**src/rtl/fracdiv_pkg.sv**
```systemverilog
package fracdiv_pkg;
    typedef enum logic [1:0] {
        ST_IDLE  = 2'd0,
        ST_RUN   = 2'd1,
        ST_FAULT = 2'd2
    } fd_state_e;
endpackage

```
**src/rtl/fracdiv_cfg.sv**
```systemverilog
// Ratio holding registers with range and ordering check.
module fracdiv_cfg #(
    parameter int NUM_W   = 9,
    parameter int DEN_W   = 13,
    parameter int NUM_MAX = 256,
    parameter int DEN_MAX = 4096
) (
    input  logic             clk,
    input  logic             rst_n,
    input  logic             update,
    input  logic [NUM_W-1:0] num_in,
    input  logic [DEN_W-1:0] den_in,
    output logic [NUM_W-1:0] num_q,
    output logic [DEN_W-1:0] den_q,
    output logic             in_valid,
    output logic             cfg_ok,
    output logic             err
);
    localparam int CMP_W = (NUM_W > DEN_W) ? NUM_W : DEN_W;

    logic [CMP_W-1:0] num_ext;
    logic [CMP_W-1:0] den_ext;

    always_comb begin
        num_ext  = CMP_W'(num_in);
        den_ext  = CMP_W'(den_in);
        in_valid = (num_ext != '0) && (num_ext <= CMP_W'(NUM_MAX)) &&
                   (den_ext != '0) && (den_ext <= CMP_W'(DEN_MAX)) &&
                   (num_ext < den_ext);
    end

    always_ff @(posedge clk) begin
        if (!rst_n) begin
            num_q  <= '0;
            den_q  <= '0;
            cfg_ok <= 1'b0;
            err    <= 1'b0;
        end else if (update) begin
            num_q  <= num_in;
            den_q  <= den_in;
            cfg_ok <= in_valid;
            err    <= !in_valid;
        end
    end
endmodule

```
**src/rtl/fracdiv_fsm.sv**
```systemverilog
// Control: IDLE / RUN / FAULT.
module fracdiv_fsm
    import fracdiv_pkg::*;
(
    input  logic      clk,
    input  logic      rst_n,
    input  logic      enable,
    input  logic      update,
    input  logic      in_valid,
    input  logic      cfg_ok,
    output fd_state_e state_q,
    output logic      step
);
    fd_state_e state_d;

    always_comb begin
        state_d = state_q;
        if (update) begin
            if (in_valid) state_d = enable ? ST_RUN : ST_IDLE;  // load_ok
            else          state_d = ST_FAULT;                   // load_bad
        end else begin
            unique case (state_q)
                ST_IDLE:  if (enable && cfg_ok) state_d = ST_RUN;  // start
                ST_RUN:   if (!enable)          state_d = ST_IDLE; // stop
                ST_FAULT: state_d = ST_FAULT;
                default:  state_d = ST_IDLE;
            endcase
        end
    end

    always_ff @(posedge clk) begin
        if (!rst_n) state_q <= ST_IDLE;
        else        state_q <= state_d;
    end

    always_comb begin
        step = 1'b0;
        unique case (state_q)
            ST_IDLE:  step = 1'b0;
            ST_RUN:   step = enable && !update;
            ST_FAULT: step = 1'b0;
            default:  step = 1'b0;
        endcase
    end
endmodule

```
**src/rtl/fracdiv_acc.sv**
```systemverilog
// Phase accumulator: EDGES edge events per clock, each adds num and
// wraps by den, each wrap is one output period.
module fracdiv_acc #(
    parameter int NUM_W = 9,
    parameter int DEN_W = 13,
    parameter int EDGES = 2,
    parameter int ACC_W = DEN_W + 1,
    parameter int TW    = $clog2(EDGES + 1)
) (
    input  logic             clk,
    input  logic             rst_n,
    input  logic             step,
    input  logic [NUM_W-1:0] num_q,
    input  logic [DEN_W-1:0] den_q,
    output logic [ACC_W-1:0] acc_q,
    output logic [TW-1:0]    ticks_q
);
    logic [ACC_W-1:0] part [EDGES+1];
    logic [ACC_W-1:0] sum  [EDGES];
    logic [EDGES-1:0] wrap;
    logic [TW-1:0]    wrap_cnt;

    assign part[0] = acc_q;

    for (genvar e = 0; e < EDGES; e++) begin : g_edge
        assign sum[e]     = part[e] + ACC_W'(num_q);
        assign wrap[e]    = (sum[e] >= ACC_W'(den_q));
        assign part[e+1]  = wrap[e] ? (sum[e] - ACC_W'(den_q)) : sum[e];
    end

    always_comb begin
        wrap_cnt = '0;
        for (int i = 0; i < EDGES; i++) wrap_cnt = wrap_cnt + TW'(wrap[i]);
    end

    always_ff @(posedge clk) begin
        if (!rst_n) begin
            acc_q   <= '0;
            ticks_q <= '0;
        end else if (step) begin
            acc_q   <= part[EDGES];
            ticks_q <= wrap_cnt;
        end else begin
            acc_q   <= '0;
            ticks_q <= '0;
        end
    end
endmodule

```
**src/rtl/fracdiv_top.sv**
```systemverilog
module fracdiv_top
    import fracdiv_pkg::*;
#(
    parameter int NUM_W   = 9,
    parameter int DEN_W   = 13,
    parameter int NUM_MAX = 256,
    parameter int DEN_MAX = 4096,
    parameter int EDGES   = 2,
    localparam int ACC_W  = DEN_W + 1,
    localparam int TW     = $clog2(EDGES + 1)
) (
    input  logic             clk,
    input  logic             rst_n,
    input  logic             enable,
    input  logic [NUM_W-1:0] num_in,
    input  logic [DEN_W-1:0] den_in,
    input  logic             update,
    output logic [TW-1:0]    tick_cnt,
    output logic             tick,
    output logic             err
);
    logic [NUM_W-1:0] num_q;
    logic [DEN_W-1:0] den_q;
    logic             in_valid;
    logic             cfg_ok;
    logic             step;
    logic [ACC_W-1:0] acc_q;
    fd_state_e        state_q;

    fracdiv_cfg #(
        .NUM_W(NUM_W), .DEN_W(DEN_W), .NUM_MAX(NUM_MAX), .DEN_MAX(DEN_MAX)
    ) u_cfg (
        .clk(clk), .rst_n(rst_n), .update(update),
        .num_in(num_in), .den_in(den_in),
        .num_q(num_q), .den_q(den_q),
        .in_valid(in_valid), .cfg_ok(cfg_ok), .err(err)
    );

    fracdiv_fsm u_fsm (
        .clk(clk), .rst_n(rst_n), .enable(enable), .update(update),
        .in_valid(in_valid), .cfg_ok(cfg_ok),
        .state_q(state_q), .step(step)
    );

    fracdiv_acc #(
        .NUM_W(NUM_W), .DEN_W(DEN_W), .EDGES(EDGES), .ACC_W(ACC_W), .TW(TW)
    ) u_acc (
        .clk(clk), .rst_n(rst_n), .step(step),
        .num_q(num_q), .den_q(den_q),
        .acc_q(acc_q), .ticks_q(tick_cnt)
    );

    assign tick = (tick_cnt != '0);
endmodule

```
**config.mk**
```make
export PLATFORM = sky130hd
export DESIGN_NAME = fracdiv_top
export DESIGN_NICKNAME = d
export VERILOG_FILES = /design/src/rtl/fracdiv_pkg.sv /design/src/rtl/fracdiv_cfg.sv /design/src/rtl/fracdiv_fsm.sv /design/src/rtl/fracdiv_acc.sv /design/src/rtl/fracdiv_top.sv
export SDC_FILE = /design/constraint.sdc
export NUM_CORES = 1
export LEC_CHECK = 0
export ABC_AREA = 1
export BUFFER_PORTS_ARGS = -buffer_cell sky130_fd_sc_hd__buf_2
export CORE_MARGIN = 4
export CORE_UTILIZATION = 56
export DETAILED_ROUTE_END_ITERATION = 12
export PLACE_DENSITY = 0.78
export SLEW_MARGIN = 20
export SYNTH_ARGS = -nofsm -noshare
export SYNTH_HDL_FRONTEND = slang
export SYNTH_SLANG_ARGS = --single-unit
```
**constraint.sdc**
```tcl
create_clock -name clk -period 6.16 [get_ports clk]
set_input_delay 0 -clock clk [delete_from_list [all_inputs] [get_ports clk]]
set_output_delay 0 -clock clk [all_outputs]
set_load 0.005 [all_outputs]
```
==> impl_metrics.env <==
export IMPL_max_clock_path_buffers=2
export IMPL_max_cap_violations=0
export IMPL_worst_min_delay_path_category="input port to flop"
export IMPL_cts_buffers=5
export IMPL_final_min_period_over_clock_period=0.963
export IMPL_power_per_cell_area_mw_per_mm2=291
export IMPL_area_delta_synth_final_pct=26.0
export IMPL_max_freq_mhz=169
export IMPL_postRouteAntennaNets=0
export IMPL_num_io_pins=30
export IMPL_tritoncts_clock_tree="done"
export IMPL_rr_endpoint="u_acc.acc_q[13]"
export IMPL_fin_skew_ps=14.7
export IMPL_routed_wire_length_per_instance_um=16.5
export IMPL_run_status="finished, final reports clean"
export IMPL_path_max_fanout=5
export IMPL_critical_path_class="flop to flop"
export IMPL_worstSetupStartpointType="flop"
export IMPL_mostFrequentLayoutCell="sky130_fd_sc_hd__nand2_1"
export IMPL_syn_instance_count=698
export IMPL_placement_io_buffers=29
export IMPL_clock_root_buffer="sky130_fd_sc_hd__clkbuf_8"
export IMPL_place_detailed_hpwl_mm=11.0
export IMPL_cpMostUsedCell="sky130_fd_sc_hd__nand2_1"
export IMPL_report_final_slew_viol_count=0
export IMPL_synth_fp_nets=783
export IMPL_cp_slowest_cell="sky130_fd_sc_hd__fa_2"
export IMPL_synth_seq_area_share=0.186
export IMPL_worstHoldStart="den_in[9]"
export IMPL_rows=32
export IMPL_max_slew_margin=0.565
export IMPL_post_route_util=0.732
export IMPL_post_drt_via_cell_ratio=5.75
export IMPL_nFillCells=650
export IMPL_drt_iter0_markers=499
export IMPL_fp_dieH_um=97.8
export IMPL_initial_core_util=0.581
export IMPL_worst_pin_slew_ps=653
export IMPL_power_total_mw=1.66
export IMPL_vias_in_the_first_global_route=4792
export IMPL_yosys_area_top_type="sky130_fd_sc_hd__dfxtp_1"
export IMPL_ir_drop_mv=0.228
export IMPL_layout_drive_gt1_share=0.219
export IMPL_core_mm2=0.00777
export IMPL_wirelength_routed_mm=14.7
export IMPL_htree_levels=2
export IMPL_gpl_final_weighted_congestion=0.945
export IMPL_timing_critical_path_to_type="flop"
export IMPL_global_route_usage_total=0.289
export IMPL_drc_errors=0
export IMPL_p_leak_nw=2.91
export IMPL_yosys_register_bits=42
export IMPL_die_w_um=97.8
export IMPL_clk_pin_slew_ps=90
export IMPL_grt_start_max_net_pins=41
export IMPL_worst_endpoint_required_ps=6400
export IMPL_slowest_delay_ps=390
export IMPL_rr_worst_depth=41
export IMPL_capture_point_of_the_worst_path="u_acc.acc_q[13]"
export IMPL_synth_cell_types=38
export IMPL_finalSetupViolCount=0
export IMPL_grt_first_pass_wirelength_mm=22.5
export IMPL_finalCriticalPeriod_ps=5930
export IMPL_syn_area_mm2=0.00452
export IMPL_vias=5127
export IMPL_post_synth_top_area_fraction=0.186
export IMPL_highest_count_cells_in_the_layout_ignoring_fill_and_taps="141 x sky130_fd_sc_hd__nand2_1, 107 x sky130_fd_sc_hd__inv_1, 66 x sky130_fd_sc_hd__nor2_1"
export IMPL_n_antenna_cell=0
export IMPL_die_area_mm2=0.00956
export IMPL_drt_pre_antenna_iters=5
export IMPL_critical_path_reg2reg_startpoint="u_cfg.num_q[0]"
export IMPL_final_hold_viol_count=0
export IMPL_grt_antenna_before_repair=0
export IMPL_worst_ep_arrival_time_ps=6170
export IMPL_crit_path_start="u_cfg.num_q[0]"
export IMPL_yosys_warnings=0
export IMPL_ys_top_cells_by_area="sky130_fd_sc_hd__dfxtp_1 19%, sky130_fd_sc_hd__ha_1 15%, sky130_fd_sc_hd__nand2_1 12%"
export IMPL_syn_mean_instance_area_um2=6.47
export IMPL_reg2reg_slack_ps=230
export IMPL_grt_overflow=0
export IMPL_numClockSinks=42
export IMPL_nets=874
export IMPL_worst_skew_pair_late_latency_ps=310
layer usage:
layer,track usage,vias to the layer above,routed length (µm)
met2,0.498,257,7040
met5,0,-,0
met4,0.0937,0,460
li1,-,2453,-
met1,0.376,2369,6080
met3,0.0364,48,1110
repair_timing:
| item | in CTS | in global routing |
|---|---|---|
| pin swaps | 0 | 18 |
| hold buffers | 15 | 0 |
| cloned | 0 | 1 |
| hold endpoints to repair | 15 | 0 |
| setup buffers | 0 | 6 |
| resized for setup | 4 | 64 |
| endpoints found under the setup margin | 16 | 16 |
worst max-delay path: cells and delay by family, from the launching register on:
family / cells / cell delay (ps)
simple gates: 23 / 2320
xor+xnor: 2 / 270
fa+ha+maj: 6 / 1790
flops: 1 / 330
compound gates: 6 / 820
buf+inv: 4 / 340
how the worst min path moves through the flow:
stage                     endpoint  slack [ps]  cells past startpoint
global placement    u_cfg.num_q[3]         280                      3
CTS                 u_cfg.den_q[0]           1                      3
finish              u_cfg.den_q[9]          20                      3
floorplan             u_cfg.cfg_ok         130                      2
global route        u_cfg.den_q[0]          30                      3
detailed placement  u_cfg.num_q[4]         290                      3
metrics by stage:
stage | area (µm²) | TNS, ps | hold WS, ps | instances | worst slack, ps
after floorplan | 4520 | 0 | 132 | 698 | 64.6
final | 5690 | 0 | 17.5 | 892 | 226
after detailed placement | 5060 | -995 | 291 | 862 | -146
after global routing | 5690 | -1650 | 25.8 | 892 | -160
after global placement | 5060 | 0 | 284 | 862 | 10.3
after CTS | 5330 | 0 | 1.05 | 885 | 8.58
synthesized netlist by cell type, drive strengths merged:
cell / instances
nand2: 168
inv: 109
nor2: 76
a21oi: 61
ha: 55
o21ai: 44
dfxtp: 42
nand3: 34
xnor2: 21
nand4: 19
xor2: 19
nor3: 9
clkbuf: 7
o21bai: 5
fa: 4
nand3b: 4
buf: 3
nor4: 3
a21o: 2
clkinv: 2
o221ai: 2
or2: 2
nor3b: 1
o2111ai: 1
o211ai: 1
o21a: 1
o22ai: 1
o311ai: 1
o31ai: 1
final cells by class:
cell class / instances / area [µm²] / area share
clock buffer: 6 / 72.6 / 0.0128
clock inverter: 2 / 37.5 / 0.00660
inverter: 111 / 422 / 0.0741
multi-input combinational: 535 / 3510 / 0.617
sequential: 42 / 843 / 0.148
tap: 102 / 128 / 0.0224
timing repair buffer: 93 / 671 / 0.118
timing repair inverter: 1 / 5.00 / 0.000880
power by group:
part	switching [mW]	internal, mW	leakage, nW
clock	0.103	0.121	0.0514
sequential	0.0124	0.285	0.346
combinational	0.651	0.484	2.52
logic make-up (layout without fill, tap and decap cells):
family          count (synthesis)  in the layout  synth area share
compound gates                120            120             0.142
xor+xnor                       40             40            0.0776
fa+ha+maj                      59             59             0.170
buf+inv                       121            213             0.104
flops                          42             42             0.186
simple gates                  316            316             0.320
state kept, by name (all words and copies together), names as in the netlist:
register	count
u_fsm.state_q	2
u_cfg.num_q	9
u_acc.ticks_q	2
u_cfg.err	1
u_cfg.cfg_ok	1
u_cfg.den_q	13
u_acc.acc_q	14
Power figures use the tool's default switching activity.
